===== src/rtl/pll_search_pkg.sv =====
package pll_search_pkg;
    typedef enum logic [2:0] {
        S_IDLE,
        S_NLO,
        S_NHI,
        S_MDIV,
        S_VDIV,
        S_EVAL,
        S_NEXT,
        S_DONE
    } search_state_t;
endpackage


===== src/rtl/pll_seq_div.sv =====
// Restoring divider: one quotient bit per cycle, W cycles per divide.
module pll_seq_div #(
    parameter int W = 64
) (
    input  logic         clk,
    input  logic         rst_n,
    input  logic         go,
    input  logic [W-1:0] num,
    input  logic [W-1:0] den,
    output logic [W-1:0] quo,
    output logic         done
);
    localparam int CW = $clog2(W + 1);

    logic [W-1:0]  rem_q;
    logic [W-1:0]  quo_q;
    logic [CW-1:0] cnt_q;
    logic          active_q;
    logic [W:0]    shifted;
    logic          take;

    assign shifted = {rem_q, quo_q[W-1]};
    assign take    = (shifted >= {1'b0, den});
    assign quo     = quo_q;

    always_ff @(posedge clk or negedge rst_n) begin
        if (!rst_n) begin
            rem_q    <= '0;
            quo_q    <= '0;
            cnt_q    <= '0;
            active_q <= 1'b0;
            done     <= 1'b0;
        end else if (go) begin
            rem_q    <= '0;
            quo_q    <= num;
            cnt_q    <= CW'(W);
            active_q <= 1'b1;
            done     <= 1'b0;
        end else if (active_q) begin
            if (take) begin
                rem_q <= W'(shifted - {1'b0, den});
            end else begin
                rem_q <= shifted[W-1:0];
            end
            quo_q <= {quo_q[W-2:0], take};
            cnt_q <= cnt_q - CW'(1);
            if (cnt_q == CW'(1)) begin
                active_q <= 1'b0;
                done     <= 1'b1;
            end
        end else begin
            done <= 1'b0;
        end
    end
endmodule


===== src/rtl/pll_cand_eval.sv =====
// Combinational candidate checks: M window, even rounding, VCO window, distance.
module pll_cand_eval #(
    parameter int FREQ_W    = 32,
    parameter int M_W       = 10,
    parameter int M_LO      = 6,
    parameter int M_HI      = 512,
    parameter longint VCO_LO_HZ = 80_000_000,
    parameter longint VCO_HI_HZ = 1_500_000_000
) (
    input  logic [2*FREQ_W-1:0] m_raw,
    input  logic [2*FREQ_W-1:0] fvco,
    input  logic [FREQ_W-1:0]   fout,
    output logic                m_ok,
    output logic [M_W-1:0]      m_even,
    output logic                vco_ok,
    output logic [2*FREQ_W-1:0] delta
);
    localparam int PW = 2 * FREQ_W;

    logic [PW-1:0] fout_w;

    assign fout_w = PW'(fout);
    assign m_ok   = (m_raw >= PW'(M_LO)) && (m_raw <= PW'(M_HI));
    assign m_even = m_raw[M_W-1:0] + M_W'(m_raw[0]);
    assign vco_ok = (fvco >= PW'(VCO_LO_HZ)) && (fvco <= PW'(VCO_HI_HZ));

    always_comb begin
        if (fvco > fout_w) begin
            delta = fvco - fout_w;
        end else begin
            delta = fout_w - fvco;
        end
    end
endmodule


===== src/rtl/pll_div_search.sv =====
module pll_div_search
    import pll_search_pkg::*;
#(
    parameter int     FREQ_W     = 32,
    parameter int     N_W        = 10,
    parameter int     M_W        = 10,
    parameter longint PFD_MAX_HZ = 40_000_000,
    parameter longint PFD_MIN_HZ = 5_000_000,
    parameter int     M_LO       = 6,
    parameter int     M_HI       = 512,
    parameter longint VCO_LO_HZ  = 80_000_000,
    parameter longint VCO_HI_HZ  = 1_500_000_000
) (
    input  logic              clk,
    input  logic              rst_n,
    input  logic              start,
    input  logic [FREQ_W-1:0] fref_hz,
    input  logic [FREQ_W-1:0] fout_hz,
    output logic              busy,
    output logic              done,
    output logic              found,
    output logic [N_W-1:0]    best_n,
    output logic [M_W-1:0]    best_m,
    output logic [FREQ_W-1:0] best_freq_hz
);
    localparam int PW = 2 * FREQ_W;

    search_state_t state, state_nx;

    logic [FREQ_W-1:0] fref_q, fout_q;
    logic [N_W-1:0]    n_lo, n_hi, n_cur, n_first;
    logic [M_W-1:0]    m_cand;
    logic [PW-1:0]     fvco_q;
    logic [PW-1:0]     best_delta;
    logic              launch, launch_nx;

    logic [PW-1:0]     div_num, div_den, div_q;
    logic              div_done;

    logic              m_ok, vco_ok;
    logic [M_W-1:0]    m_even;
    logic [PW-1:0]     delta;

    assign n_first = (n_lo == '0) ? N_W'(1) : n_lo;

    // Operand selection follows the state that owns the divider.
    always_comb begin
        div_num = '0;
        div_den = PW'(1);
        unique case (state)
            S_NLO: begin
                div_num = PW'(fref_q) + PW'(PFD_MAX_HZ - 1);
                div_den = PW'(PFD_MAX_HZ);
            end
            S_NHI: begin
                div_num = PW'(fref_q);
                div_den = PW'(PFD_MIN_HZ);
            end
            S_MDIV: begin
                div_num = PW'(fout_q) * PW'(n_cur);
                div_den = PW'(fref_q);
            end
            S_VDIV: begin
                div_num = PW'(m_cand) * PW'(fref_q);
                div_den = PW'(n_cur);
            end
            default: ;
        endcase
    end

    pll_seq_div #(.W(PW)) u_div (
        .clk   (clk),
        .rst_n (rst_n),
        .go    (launch),
        .num   (div_num),
        .den   (div_den),
        .quo   (div_q),
        .done  (div_done)
    );

    pll_cand_eval #(
        .FREQ_W    (FREQ_W),
        .M_W       (M_W),
        .M_LO      (M_LO),
        .M_HI      (M_HI),
        .VCO_LO_HZ (VCO_LO_HZ),
        .VCO_HI_HZ (VCO_HI_HZ)
    ) u_eval (
        .m_raw  (div_q),
        .fvco   (fvco_q),
        .fout   (fout_q),
        .m_ok   (m_ok),
        .m_even (m_even),
        .vco_ok (vco_ok),
        .delta  (delta)
    );

    // Next state and divider launch.
    always_comb begin
        state_nx  = state;
        launch_nx = 1'b0;
        unique case (state)
            S_IDLE: if (start) begin
                state_nx  = S_NLO;
                launch_nx = 1'b1;
            end
            S_NLO: if (div_done) begin
                state_nx  = S_NHI;
                launch_nx = 1'b1;
            end
            S_NHI: if (div_done) begin
                if (div_q < PW'(n_first)) begin
                    state_nx = S_DONE;
                end else begin
                    state_nx  = S_MDIV;
                    launch_nx = 1'b1;
                end
            end
            S_MDIV: if (div_done) begin
                if (m_ok) begin
                    state_nx  = S_VDIV;
                    launch_nx = 1'b1;
                end else begin
                    state_nx = S_NEXT;
                end
            end
            S_VDIV: if (div_done) state_nx = S_EVAL;
            S_EVAL: state_nx = S_NEXT;
            S_NEXT: begin
                if (n_cur >= n_hi) begin
                    state_nx = S_DONE;
                end else begin
                    state_nx  = S_MDIV;
                    launch_nx = 1'b1;
                end
            end
            S_DONE: state_nx = S_IDLE;
            default: state_nx = S_IDLE;
        endcase
    end

    // State register.
    always_ff @(posedge clk or negedge rst_n) begin
        if (!rst_n) begin
            state <= S_IDLE;
        end else begin
            state <= state_nx;
        end
    end

    // Datapath and result registers.
    always_ff @(posedge clk or negedge rst_n) begin
        if (!rst_n) begin
            launch       <= 1'b0;
            fref_q       <= '0;
            fout_q       <= '0;
            n_lo         <= '0;
            n_hi         <= '0;
            n_cur        <= '0;
            m_cand       <= '0;
            fvco_q       <= '0;
            best_delta   <= '1;
            best_n       <= '0;
            best_m       <= '0;
            best_freq_hz <= '0;
            found        <= 1'b0;
        end else begin
            launch <= launch_nx;
            unique case (state)
                S_IDLE: if (start) begin
                    fref_q       <= fref_hz;
                    fout_q       <= fout_hz;
                    best_delta   <= '1;
                    best_n       <= '0;
                    best_m       <= '0;
                    best_freq_hz <= '0;
                    found        <= 1'b0;
                end
                S_NLO: if (div_done) n_lo <= div_q[N_W-1:0];
                S_NHI: if (div_done) begin
                    n_hi  <= div_q[N_W-1:0];
                    n_cur <= n_first;
                end
                S_MDIV: if (div_done) m_cand <= m_even;
                S_VDIV: if (div_done) fvco_q <= div_q;
                S_EVAL: if (vco_ok && (delta < best_delta)) begin
                    best_delta   <= delta;
                    best_n       <= n_cur;
                    best_m       <= m_cand;
                    best_freq_hz <= fvco_q[FREQ_W-1:0];
                    found        <= 1'b1;
                end
                S_NEXT: if (n_cur < n_hi) n_cur <= n_cur + N_W'(1);
                default: ;
            endcase
        end
    end

    assign busy = (state != S_IDLE);
    assign done = (state == S_DONE);
endmodule


===== config.mk =====
export PLATFORM = sky130hd
export DESIGN_NAME = pll_div_search
export DESIGN_NICKNAME = d
export VERILOG_FILES = /design/src/rtl/pll_search_pkg.sv /design/src/rtl/pll_seq_div.sv /design/src/rtl/pll_cand_eval.sv /design/src/rtl/pll_div_search.sv
export SDC_FILE = /design/constraint.sdc
export NUM_CORES = 2
export LEC_CHECK = 0
export ABC_AREA = 0
export CORE_UTILIZATION = 55
export CTS_CLUSTER_DIAMETER = 60
export DETAILED_ROUTE_END_ITERATION = 6
export PLACE_DENSITY = 0.72
export SYNTH_ARGS = -nofsm -noshare
export SYNTH_HDL_FRONTEND = slang
export SYNTH_SLANG_ARGS = --single-unit

===== constraint.sdc =====
create_clock -name clk -period 13.65 [get_ports clk]
set_clock_uncertainty 0.1 [all_clocks]
set_input_delay 2.0475 -clock clk [delete_from_list [all_inputs] [get_ports clk]]
set_output_delay 2.0475 -clock clk [all_outputs]
set_load 0.02 [all_outputs]

==> impl_metrics.csv <==
group,metric,value,unit
outcome,status,"completed",
cts,cts_setup_buffers,0,
worst_setup_path,end_kind,"flop",
yosys,synth-edff-count,0,
timing,final-max-slew-violation-count,0,
layout,fin_nets,6430,
yosys,synthDistinctLibCells,88,
timing,setup_viol,0,
yosys,synth_flop_cell,"dfrtp_1",
routing,drt_pass1_iterations,6,
yosys,yosys.area.top_type,"fa_1",
worst_setup_path,cp.arrival,8.69,ns
die,die_h,296,um
worst_setup_path,required,14.12,ns
cts,clk_latency,0.66,ns
timing,clock.fmax,122,MHz
routing,remaining_drc_errors,0,
grt,grt_pass1_vias,40700,
cts,cts-htree-levels,2,
placed_design,placed_cells,6639,
yosys,synth_area_leaders,"fa_1 (19%), dfrtp_1 (19%), ha_1 (9.4%)",
routing,routed_wl,149,mm
timing,finalCriticalPeriod,8.21,ns
die,dieArea,0.0876,mm2
routing,routedWlPerCell,22.0,um
placed_design,dp_hpwl,114,mm
grt,antenna_found_initial,7,
yosys,synth.avg_cell_area,8.38,um2
timing,timing.final.crit_share,0.602,
yosys,synth_top_area_share,0.190,
yosys,async_flop_share,1.00,
timing,finalSetupTns,0,ns
die,die_x,296,um
grt,grt_pass1_wl,235,mm
grt,grt_max_degree,97,
cts,cts-resized-gates,0,
cts,clk_pin_slew,0.06,ns
run,drv_cap,0,
yosys,postSynthCellCount,5671,
cts,cts_tree,"done",
cts,root_buffer,"clkbuf_16",
routing,first_iter_violations,3208,
die,num_rows,107,
timing,setup_ws,5.44,ns
cts,clockBufferDepth,3,
yosys,seq_area_frac_synth,0.225,
layout,final_cells,6747,
timing,rsz0062_at_grt,"no",
routing,vias,40700,
yosys,syn_nets,6547,
cts,numCtsBuffers,57,
grt,grt_overflow,0,
yosys,netlist_area,0.0475,mm2
placed_design,place.gp.congestion,0.990,
yosys,ys_ff_latch,424,
layout,drive_above_1_share,0.0545,
routing,viasPerCell,6.03,
min_path,hold_path_class,"reg2reg",
die,core,0.0854,mm2
layout,area_growth,7.81,%
die,start_util,0.557,
placed_design,port-buffer-count,120,
worst_setup_path,crit_type,"reg2reg",
worst_setup_path,cp_max_fo,96,
timing,slew_headroom,0.233,
timing,finalHoldViolations,0,
die,ioPinCount,122,
worst_setup_path,critPathLaunchType,"flop",
grt,grt.total_usage,0.346,
cts,numClockSinks,424,
placed_design,pre_cts_slack,5.57,ns
routing,ant_nets,0,
cts,postCtsHoldBufs,0,
timing,worstMarginPinSlew,1.15,ns
yosys,yosysWarnings,0,
==> worst paths after layout <==
kind                            from         endpoint  slack, ns  cells past startpoint
hold reg to reg                found            found       0.39                      2
setup reg to reg           fout_q[1]    best_delta[3]       5.44                     22
min in group asynchronous      rst_n  best_freq_hz[2]       1.28                      1
setup / recovery           fout_q[1]    best_delta[3]       5.44                     22
hold / removal                 found            found       0.39                      2
max in group asynchronous      rst_n       fref_q[26]      10.14                      3
==> worst max-delay path, cell delays in order (launching register included) <==
cell	delay [ns]
dfrtp_1	0.61
inv_1	0.24
fa_1	0.49
a21o_1	0.22
a221o_1	0.36
a31o_2	0.30
a211oi_2	0.30
o21ai_1	0.33
o21ai_4	0.49
buf_4	0.44
mux2_2	0.40
a21oi_1	0.19
xnor2_1	0.11
ha_1	0.20
a21o_1	0.17
a21o_1	0.17
a21oi_1	0.44
o311ai_0	0.19
or4_1	0.57
nor4_4	0.14
buf_4	0.35
buf_4	0.73
mux2_2	0.41
==> placed cells by master (no fill, tap or decap), types with 106 or more instances in the layout <==
cell type | synthesis | routed
nand2_1 | 850 | 849
nor2_1 | 366 | 365
fa_1 | 452 | 452
o21ai_0 | 335 | 335
dfrtp_1 | 360 | 355
a21oi_1 | 269 | 269
and2_1 | 313 | 312
ha_1 | 357 | 357
xnor2_1 | 106 | 106
clkdlybuf4s50_1 | 0 | 119
a21o_1 | 106 | 106
inv_1 | 625 | 625
==> synth_stat cells (all sizes together) (9+ instances only) <==
library cell / count
nand4: 61
a211o: 9
ha: 357
o21a: 35
nor3: 101
a311oi: 31
nor2: 367
and2: 313
nor2b: 35
inv: 625
a31oi: 54
o211ai: 27
o21ai: 340
or4: 17
and3: 33
xor2: 86
a221oi: 19
or3: 22
nor4: 48
clkbuf: 312
buf: 39
a21oi: 269
nand2b: 22
o31ai: 21
nand2: 850
o22ai: 28
o21bai: 23
xnor2: 106
a21o: 106
o41ai: 9
mux2: 50
a22oi: 15
dfrtp: 360
a211oi: 82
mux2i: 75
a31o: 9
dfstp: 64
fa: 452
nand3: 89
==> state kept, by name, summed over array words and instances (netlist names), 9 cells and up <==
register and cells:
best_delta 64, best_freq_hz 32, best_m 9, best_n 10, fout_q 32, fref_q 32
fvco_q 64, m_cand 9, n_cur 10, n_hi 10, n_lo 10, u_div.quo 64
u_div.rem_q 64
==> layout make-up <==
cell class | count | area [um2]
clock inverter | 21 | 317
sequential | 424 | 10700
multi-input combinational | 4271 | 33200
fill | 7731 | 34200
tap | 1144 | 1430
clock buffer | 84 | 1640
inverter | 625 | 2350
antenna | 3 | 7.51
timing repair buffer | 175 | 1620
==> cells by family after synthesis <==
kind of cell | share of synthesized area
compound gates | 0.154
xor+xnor | 0.0354
fa+ha+maj | 0.284
buf+inv | 0.0780
flops | 0.225
mux | 0.0277
other cells | 0.0000789
simple gates | 0.196
==> stage by stage <==
step,cell area [um2],hold slack (ns),utilization
global placement,49300,0.362,0.577
global route,51300,0.418,0.600
CTS,51200,0.382,0.600
finish,51300,0.386,0.600
detailed placement,49300,0.368,0.577
floorplan,47500,0.368,-
==> layer usage <==
metal	up-vias	global-route usage	part of all wire
met1	20100	0.467	0.42
met2	1547	0.545	0.45
met4	4	0.162	0.050
met5	-	0	0.00018
met3	336	0.0593	0.072
li1	18700	-	-
Power is not shown: default switching activity piles up to over one toggle a cycle in this logic, so the estimate is an artifact.
